<file path="src/rtl/wdog_pkg.sv">
package wdog_pkg;

  typedef enum logic [2:0] {
    ST_OFF    = 3'd0,
    ST_POR    = 3'd1,
    ST_CLOSED = 3'd2,
    ST_OPEN   = 3'd3,
    ST_FAULT  = 3'd4,
    ST_RESET  = 3'd5,
    ST_IDLE   = 3'd6
  } wd_state_e;

  // Codes halve the longest time; the two code bits are weighted swapped.
  function automatic int unsigned code_to_ms(input logic [1:0] code,
                                             input int unsigned longest);
    return longest >> {code[0], code[1]};
  endfunction

endpackage

</file>
<file path="src/rtl/wd_tick_gen.sv">
module wd_tick_gen #(
  parameter int unsigned DIV = 50000
) (
  input  logic clk,
  input  logic rst_n,
  input  logic restart,
  output logic tick
);
  localparam int unsigned PW = (DIV > 1) ? $clog2(DIV) : 1;
  localparam logic [PW-1:0] LAST = PW'(DIV - 1);

  logic [PW-1:0] pc_q;

  assign tick = (pc_q == LAST);

  always_ff @(posedge clk or negedge rst_n) begin
    if (!rst_n)              pc_q <= '0;
    else if (restart || tick) pc_q <= '0;
    else                      pc_q <= pc_q + 1'b1;
  end
endmodule

</file>
<file path="src/rtl/wd_ms_timer.sv">
module wd_ms_timer #(
  parameter int unsigned MS_W = 8
) (
  input  logic            clk,
  input  logic            rst_n,
  input  logic            start,
  input  logic            tick,
  input  logic [MS_W-1:0] limit_d,
  output logic            expire
);
  logic [MS_W-1:0] count_q;
  logic [MS_W-1:0] limit_q;

  assign expire = tick && (count_q == limit_q - 1'b1);

  always_ff @(posedge clk or negedge rst_n) begin
    if (!rst_n) begin
      count_q <= '0;
      limit_q <= '0;
    end else if (start) begin
      count_q <= '0;
      limit_q <= limit_d;
    end else if (tick) begin
      count_q <= count_q + 1'b1;
    end
  end
endmodule

</file>
<file path="src/rtl/wd_ctrl.sv">
module wd_ctrl
  import wdog_pkg::*;
#(
  parameter int unsigned MS_W = 8
) (
  input  logic            clk,
  input  logic            rst_n,
  input  logic            supply_good,
  input  logic            wd_en,
  input  logic            trig,
  input  logic            expire,
  input  logic            err_clear,
  input  logic [MS_W-1:0] win_len_d,
  input  logic [MS_W-1:0] rst_len_d,
  output logic            start,
  output logic [MS_W-1:0] limit_d,
  output logic            rst_o,
  output logic            err_o,
  output logic            closed_o,
  output logic            flag_o
);
  wd_state_e       state_q, state_d;
  logic [MS_W-1:0] wlen_q;

  always_comb begin
    state_d = state_q;
    case (state_q)
      ST_OFF:    if (supply_good) state_d = ST_POR;
      ST_POR:    if (expire) state_d = wd_en ? ST_CLOSED : ST_IDLE;
      ST_CLOSED: begin
        if (!wd_en)      state_d = ST_IDLE;
        else if (trig)   state_d = ST_FAULT;
        else if (expire) state_d = ST_OPEN;
      end
      ST_OPEN: begin
        if (!wd_en)      state_d = ST_IDLE;
        else if (trig)   state_d = ST_CLOSED;
        else if (expire) state_d = ST_FAULT;
      end
      ST_FAULT: begin
        if (!wd_en)      state_d = ST_IDLE;
        else if (expire) state_d = ST_RESET;
      end
      ST_RESET:  if (expire) state_d = wd_en ? ST_CLOSED : ST_IDLE;
      ST_IDLE:   if (wd_en) state_d = ST_CLOSED;
      default:   state_d = ST_OFF;
    endcase
    if (!supply_good) state_d = ST_OFF;
  end

  assign start = (state_d != state_q);

  always_comb begin
    case (state_d)
      ST_POR, ST_RESET:   limit_d = rst_len_d;
      ST_CLOSED, ST_OPEN: limit_d = win_len_d;
      ST_FAULT:           limit_d = wlen_q >> 1;
      default:            limit_d = '0;
    endcase
  end

  always_ff @(posedge clk or negedge rst_n) begin
    if (!rst_n) begin
      state_q <= ST_OFF;
      wlen_q  <= '0;
      flag_o  <= 1'b0;
    end else begin
      state_q <= state_d;
      if (start && (state_d == ST_CLOSED || state_d == ST_OPEN))
        wlen_q <= win_len_d;
      if (start && state_d == ST_FAULT) flag_o <= 1'b1;
      else if (err_clear)               flag_o <= 1'b0;
    end
  end

  assign rst_o    = (state_q == ST_OFF) || (state_q == ST_POR) || (state_q == ST_RESET);
  assign err_o    = (state_q == ST_FAULT) || (state_q == ST_RESET);
  assign closed_o = (state_q == ST_CLOSED);


  pretrig_err_chk: assert property (@(posedge clk) disable iff (!rst_n)
    (state_q == ST_CLOSED && supply_good && wd_en && trig) |=> (err_o && flag_o && !closed_o));


  open_trig_chk: assert property (@(posedge clk) disable iff (!rst_n)
    (state_q == ST_OPEN && supply_good && wd_en && trig) |=> (closed_o && !err_o));


  dis_quiet_chk: assert property (@(posedge clk) disable iff (!rst_n)
    (!wd_en && supply_good && (state_q == ST_CLOSED || state_q == ST_OPEN ||
     state_q == ST_FAULT || state_q == ST_IDLE)) |=> (!rst_o && !err_o && !closed_o));


  reenable_chk: assert property (@(posedge clk) disable iff (!rst_n)
    (state_q == ST_IDLE && wd_en && supply_good) |=> closed_o);


  supply_rst_chk: assert property (@(posedge clk) disable iff (!rst_n)
    !supply_good |=> rst_o);


  flag_hold_chk: assert property (@(posedge clk) disable iff (!rst_n)
    (flag_o && !err_clear) |=> flag_o);
endmodule

</file>
<file path="src/rtl/spi_window_wdog.sv">
module spi_window_wdog
  import wdog_pkg::*;
#(
  parameter int unsigned TICK_DIV   = 50000,
  parameter int unsigned WIN_MAX_MS = 128,
  parameter int unsigned RST_MAX_MS = 64
) (
  input  logic       clk,
  input  logic       rst_n,
  input  logic       supply_good,
  input  logic       frame_done,
  input  logic       frame_trig,
  input  logic [2:0] en_bits,
  input  logic [1:0] win_code,
  input  logic [1:0] rst_code,
  input  logic       err_clear,
  output logic       rst_out,
  output logic       err_out,
  output logic       win_closed,
  output logic       wd_err
);
  localparam int unsigned LONGEST = (WIN_MAX_MS > RST_MAX_MS) ? WIN_MAX_MS : RST_MAX_MS;
  localparam int unsigned MS_W    = $clog2(LONGEST + 1);

  logic            tick, expire, start, wd_en, trig;
  logic [MS_W-1:0] limit_d, win_len, rst_len;

  assign wd_en   = (en_bits != 3'b010);
  assign trig    = frame_done && frame_trig;
  assign win_len = MS_W'(code_to_ms(win_code, WIN_MAX_MS));
  assign rst_len = MS_W'(code_to_ms(rst_code, RST_MAX_MS));

  wd_tick_gen #(.DIV(TICK_DIV)) u_tick (
    .clk(clk), .rst_n(rst_n), .restart(start), .tick(tick)
  );

  wd_ms_timer #(.MS_W(MS_W)) u_timer (
    .clk(clk), .rst_n(rst_n), .start(start), .tick(tick),
    .limit_d(limit_d), .expire(expire)
  );

  wd_ctrl #(.MS_W(MS_W)) u_ctrl (
    .clk(clk), .rst_n(rst_n), .supply_good(supply_good), .wd_en(wd_en),
    .trig(trig), .expire(expire), .err_clear(err_clear),
    .win_len_d(win_len), .rst_len_d(rst_len), .start(start), .limit_d(limit_d),
    .rst_o(rst_out), .err_o(err_out), .closed_o(win_closed), .flag_o(wd_err)
  );
endmodule

</file>
<file path="config.mk">
export PLATFORM = sky130hd
export DESIGN_NAME = spi_window_wdog
export DESIGN_NICKNAME = d
export VERILOG_FILES = /design/src/rtl/wdog_pkg.sv /design/src/rtl/wd_tick_gen.sv /design/src/rtl/wd_ms_timer.sv /design/src/rtl/wd_ctrl.sv /design/src/rtl/spi_window_wdog.sv
export SDC_FILE = /design/constraint.sdc
export NUM_CORES = 1
export LEC_CHECK = 0
export BUFFER_PORTS_ARGS = -buffer_cell sky130_fd_sc_hd__buf_2
export CAP_MARGIN = 30
export CORE_AREA = 2 2 73 68
export CTS_BUF_LIST = sky130_fd_sc_hd__clkbuf_2
export DETAILED_ROUTE_END_ITERATION = 6
export DIE_AREA = 0 0 75 70
export GPL_TIMING_DRIVEN = 1
export PLACE_DENSITY_LB_ADDON = 0.2
export SLEW_MARGIN = 10
export SYNTH_ARGS = -nofsm -noshare
export SYNTH_HDL_FRONTEND = slang
export SYNTH_HIERARCHICAL = 1
export SYNTH_SLANG_ARGS = --single-unit
</file>
<file path="constraint.sdc">
create_clock -name clk -period 4.2 [get_ports clk]
set_input_delay 0.42 -clock clk [delete_from_list [all_inputs] [get_ports clk]]
set_output_delay 0.42 -clock clk [all_outputs]
set_load 0.01 [all_outputs]
</file>
Word level (Yosys, flattened, before mapping)
Index checks and enable logic that the tools add are counted.

Bits in registers: 44. Bits of input ports: 13. Logic and storage cells: 60.

Add/subtract/negate cells: 3. Equal/unequal tests: 15. Shift operators: 2. Multiplexer cells: 19. Reduce and logical (&&, ||, !) cells: 15.

Operators with widths (count): $mux 3 (12); $pmux 8 s3 (1); $pmux 3 s6 (1); $add 16x1->16 const B (1); $eq 16x16->1 const B (1); $mux 16 (1); $mux 8 (2); $eq 3x3->1 const B (5); $eq 3x2->1 const B (4); $add 8x1->8 const B (1); $eq 8x8->1 (1); $shr 7x2->8 const A (1); $shr 8x2->8 const A (1); $sub 8x1->8 const B (1); $eq 3x1->1 const B (2); $reduce_or 2->1 (3); $logic_or 1x1->1 (5); $logic_and 1x1->1 (4); $reduce_bool 2->1 (2); $logic_not 3->1 (1); $ne 3x2->1 const B (1); $ne 3x3->1 (1); $mux 1 (2).

Logic depth before layout (Yosys ltp)
Depth after elaboration: 11. Depth in mapped cells: 16.

By module
Netlist, hierarchy kept.

Modules (own cells, without submodules): wd_ctrl (times used 1, cells an instance 88, area each 928.4 um^2); wd_ms_timer (times used 1, cells an instance 90, area each 923.4 um^2); wd_tick_gen (times used 1, cells an instance 80, area each 792.0 um^2); spi_window_wdog (times used 1, cells an instance 11, area each 63.8 um^2).

Worst setup path before layout
No wires, ideal clock.

Path type: flip-flop to flip-flop. From: reg u_tick.pc_q[4]. To: reg u_timer.limit_q[0]. Library setup time: 0.083 ns. Arrival time: 3.321 ns. Data required time: 4.117 ns. Setup slack: 0.796 ns. Stages on the path, launching flop included: 16. Period minus slack after synthesis: 3.404 ns. Cell sequence: dfrtp_1 or4b_1 nor4_2 buf_2 o2111ai_1 a211oi_2 buf_6 nand3b_1 o2111ai_1 a41oi_2 buf_2 o21bai_4 clkbuf_1 buf_1 nand2_1 o21ai_0.

Elaborated cells on any way between the ends: 22. Those cells by class: eq/ne: 7; mux: 12; reduce/logical: 3.

RTL lines: start: declaration (line wd_tick_gen.sv:12) `logic [PW-1:0] pc_q;`; start signal: assignment (line wd_tick_gen.sv:19) `else pc_q <= pc_q + 1'b1;`; $eq 16x16->1 (*) (line wd_tick_gen.sv:14) `assign tick = (pc_q == LAST);`; net tick (line spi_window_wdog.sv:25) `logic tick, expire, start, wd_en, trig;`; $logic_and 1x1->1 (*) (line wd_ms_timer.sv:14) `assign expire = tick && (count_q == limit_q - 1'b1);`; net expire (line spi_window_wdog.sv:25); $mux 3 (on tied branches) (line wd_ctrl.sv:38, wd_ctrl.sv:33); $mux 3 (on tied branches) (line wd_ctrl.sv:37, wd_ctrl.sv:32); $mux 3 (on tied branches) (line wd_ctrl.sv:36, wd_ctrl.sv:31); $pmux 3 s6 (*) (line wd_ctrl.sv:27) `case (state_q)`; $mux 3 (*) (line wd_ctrl.sv:48) `if (!supply_good) state_d = ST_OFF;`; net u_ctrl.state_d[1] (line wd_ctrl.sv:22) `wd_state_e state_q, state_d;`; $ne 3x3->1 (*) (line wd_ctrl.sv:51) `assign start = (state_d != state_q);`; net start (line spi_window_wdog.sv:25); end signal: assignment (line wd_ms_timer.sv:22) `limit_q <= limit_d;`; end: declaration (line wd_ms_timer.sv:12) `logic [MS_W-1:0] limit_q;`.

Mark *: on every way through the listed nets, which the timed path passes. The rest lies on a longest branch. A chain may end at the register's enable or synchronous reset.

Worst setup path in the final report
From: reg u_tick.pc_q[11]. To: reg u_tick.pc_q[3].

Cells in the longest elaborated chain, start to end: 10. Elaborated cells on any way between the ends: 16. Those cells by class: eq/ne: 2; mux: 12; reduce/logical: 2.

Ends and longest elaborated chain: $eq 16x16->1 (*) (line wd_tick_gen.sv:14); net tick (line spi_window_wdog.sv:25); $logic_and 1x1->1 (*) (line wd_ms_timer.sv:14); net expire (line spi_window_wdog.sv:25); $mux 3 (on tied branches) (line wd_ctrl.sv:38, wd_ctrl.sv:33); $mux 3 (on tied branches) (line wd_ctrl.sv:37, wd_ctrl.sv:32); $mux 3 (on tied branches) (line wd_ctrl.sv:36, wd_ctrl.sv:31); $pmux 3 s6 (*) (line wd_ctrl.sv:27); $mux 3 (*) (line wd_ctrl.sv:48); $ne 3x3->1 (*) (line wd_ctrl.sv:51); net start (line spi_window_wdog.sv:25); $logic_or 1x1->1 (*) (line wd_tick_gen.sv:18) `else if (restart || tick) pc_q <= '0;`; $mux 16 (*) (line wd_tick_gen.sv:18).

Marked as above.

==> metrics.csv <==
stage,metric,value,unit
finish,synthesis-to-layout area growth,7.53,%
cts,cts bufs inserted,5,
route,DR vias,2012,
sta,unrepaired setup endpoints after global routing,no,
route,Met1 Wirelength,2.46,mm
critical_path,Max stage delay on crit path,510,ps
synth,sequential element share of the synthesized area,39.7,%
route,DR WL met3,169,microns
critical_path,critical path's top delay family,simple AND/OR/NAND/NOR gates,
die,Die Height,70,microns
cts,htree depth,2,
synth,Post-synth ARST share,100,%
global_routing,first-pass GRT wire length,8.74,mm
critical_path,CP most frequent cell,o2111ai_1,
min_path,HP Class,in2reg,
place,port bufs,16,
finish,Non-Filler Instances,361,
global_routing,total grt overflow,0,
synth,"area leader, netlist",dfrtp_1,
cts,CTS root buffer,clkbuf_2,
sta,final setup violation count,0,
synth,Synth cell types,61,
power,sequential power share,62.2,%
cts,CTS-repair resized insts,0,
power,P_leak,1.29,nW
cts,CTS sink cnt,43,
power,switching pwr,199,uW
die,starting density of the core,58.9,%
sta,period utilization,91.7,%
status,status,completed,
power,PwrDens,242,nW/um^2
route,Routed Antenna Nets,0,
power,Internal,507,uW
global_routing,gr usage total,21.2,%
route,Pre-Repair DR Iteration Count,4,
critical_path,CP required,4470,ps
finish,fin util,63.4,%
global_routing,largest net degree at the start of global routing,44,
die,I/O pin count,17,
die,Die X,75,microns
cts,CTS tree,yes,
die,core area,4590,sq um
cts,clk_lat worst skew,400,ps
critical_path,crit-path cells,or4b_1 -> nor4_2 -> o2111ai_1 -> a211oi_2 -> buf_4 -> nand3b_1 -> o2111ai_1 -> a41oi_2 -> o21bai_4 -> or2_1 -> nor2_1,
route,routed vias/inst,5.57,
synth,Post-Synth Adder-Cell Area,1.39,%
cts,setup bufs post-CTS,0,
synth,ys flop type,dfrtp_1,
critical_path,WS Path Type,reg2reg,
cts,clk slew on worst S/H paths,200,ps
synth,Synth Instances,269,
synth,Post-synth EDFFs,0,
sta,Final WS setup,349,ps
finish,Antenna diodes,0,
place,Place WS,391,ps
route,DRC,0,
route,Total Routed Length,5.07,mm
place,GPL Wtd Cong,0.871,
power,switch share,28.2,%
power,Combinational Power Share,13.6,%
power,worst vdd ir,0.193,mV
die,row cnt,24,
synth,post-synthesis cell area,2710,sq um
synth,Area contributors post-synth,"dfrtp_1 40%, xnor2_1 6.5%, nor2_1 4.7%",
route,WL/cell,14.0,microns
global_routing,vias in the first global route,1935,
global_routing,initial antenna violation count,0,
power,Final Power,706,uW
flow_run,max_cap viols,0,
synth,post-synthesis xor/xnor area fraction,9.38,%
sta,setup_tns,0,ps
synth,syn avg cell area,10.1,sq um
synth,Ys Warns,6,
place,placed insts,351,
sta,clock skew,26.4,ps
finish,layout cell share with drive strength beyond 1,18.6,%
power,clock power share,24.2,%
critical_path,CP max stage cell,or2_1,
synth,largest family of logic cells by synthesized area,simple AND/OR/NAND/NOR gates,
critical_path,Startpoint Class,flop,
place,DPL Wire Length,3.62,mm
synth,Compound-Gate Fraction of Synth Area,12.6,%
synth,post-synthesis simple-gate area fraction,24.6,%
die,full die area,5250,sq um
synth,mux contribution to synthesized area,7.12,%
sta,final hold vios,0,
route,uppermost layer routed,met4,
finish,Final Net Count,311,
sta,Tmin final,3850,ps
sta,actual slew at the worst max-slew pin,877,ps
route,DRT iter0 DRCs,57,
critical_path,CP bufs+invs,1,
route,met2 wire len,2.40,mm
sta,fin. max-slew vios,0,
sta,Rel. slew slack,41.5,%
cts,CTS max path bufs,2,
critical_path,WP data arrival,4120,ps
synth,register bit count reported by yosys,43,
sta,Achievable Freq,260,MHz
synth,share of the synthesized area in the top cell type,39.7,%
critical_path,worst-path fanout max,15,
critical_path,Worst setup EP type,flop,
[flip-flops by register name, summed over array words and instances (netlist names)]
name	cells
u_ctrl/flag_o	1
u_ctrl/state_q	3
u_ctrl/wlen_q	7
u_tick/pc_q	16
u_timer/count_q	8
u_timer/limit_q	8
[layer usage]
metal,vias up,global-route usage (%)
met5,-,0
met4,0,5.75
met3,6,4.91
met2,34,32.7
met1,962,29.8
li1,1010,-
[cells in the final DEF, fill, tap and decap left out, drive strengths merged, types with 5 or more instances in the layout]
master,instances
a21oi,6
o21ai,5
and3,10
nor2,35
a221o,7
clkbuf,5
dfrtp,43
nand4,8
mux2,13
buf,21
xor2,9
nor3,10
nor4,7
xnor2,20
nand2,9
nand3,9
inv,11
conb,11
[layout make-up]
cell class / count / area, sq um
clock inverter: 3 / 15.0
tap: 65 / 81.3
sequential: 43 / 1080
clock buffer: 5 / 25.0
fill: 398 / 1680
inverter: 11 / 41.3
multi-input combinational: 212 / 1530
timing repair buffer: 22 / 140
[worst paths after layout]
path	to	from	slack, ps	cells past startpoint
max	u_tick/pc_q[3]	u_tick/pc_q[11]	350	11
min	u_ctrl/flag_o	err_clear	320	3
max reg2reg	u_tick/pc_q[3]	u_tick/pc_q[11]	350	11
min reg2reg	u_tick/pc_q[0]	u_tick/pc_q[0]	500	1
max in group asynchronous	u_tick/pc_q[9]	rst_n	3380	3
min in group asynchronous	u_ctrl/wlen_q[7]	rst_n	380	2
[logic make-up (layout without fill, tap and decap cells)]
group / after synthesis / in the layout
xor gates and xnor gates: 29 / 29
DFF: 43 / 43
muxes: 15 / 15
buffers and inverters: 24 / 41
other: 1 / 11
adders and majority gates: 3 / 3
and+or+nand+nor: 115 / 115
AOI/OAI and AO/OA: 39 / 39
[repair_timing]
action | CTS | global route
hold buffers | 0 | 1
endpoints found under the hold margin | 0 | 7
endpoints found under the setup margin | 0 | 0
[per-stage QoR]
step,hold slack [ps],area (sq um)
finish,324,2910
global route,287,2910
CTS,127,2880
detailed placement,486,2840
global placement,479,2840
floorplan,124,2750
[power by group through the flow]
stage	Sequential [mW]	Combinational [mW]	Clock, mW
2_1_floorplan	0.441	0.0723	0
3_3_place_gp	0.446	0.0915	0
3_5_place_dp	0.447	0.0935	0
4_1_cts	0.439	0.0939	0.179
5_1_grt	0.441	0.109	0.193
6_report	0.439	0.0959	0.171
[worst min-delay path: cells and delay by family]
kind	cells	cell delay, ps
AO/OA/AOI/OAI	1	120
buffers and inverters	2	140
[Yosys cell counts, types with 2 or more instances]
| cell | n |
|---|---|
| a211o_1 | 2 |
| a21oi_1 | 6 |
| a221o_1 | 7 |
| and2_1 | 4 |
| and3_1 | 10 |
| buf_2 | 4 |
| buf_4 | 3 |
| buf_6 | 4 |
| dfrtp_1 | 43 |
| ha_1 | 3 |
| inv_1 | 10 |
| mux2_2 | 6 |
| mux2_4 | 7 |
| mux2i_1 | 2 |
| nand2_1 | 9 |
| nand2b_1 | 4 |
| nand3_1 | 8 |
| nand3b_1 | 3 |
| nand4_1 | 8 |
| nor2_1 | 34 |
| nor2b_1 | 4 |
| nor3_1 | 10 |
| nor4_1 | 4 |
| nor4_4 | 2 |
| o2111ai_1 | 2 |
| o21ai_0 | 4 |
| or3_1 | 2 |
| or3b_1 | 2 |
| or4b_1 | 3 |
| xnor2_1 | 20 |
| xor2_1 | 9 |
(Power assumes the default switching activity.)
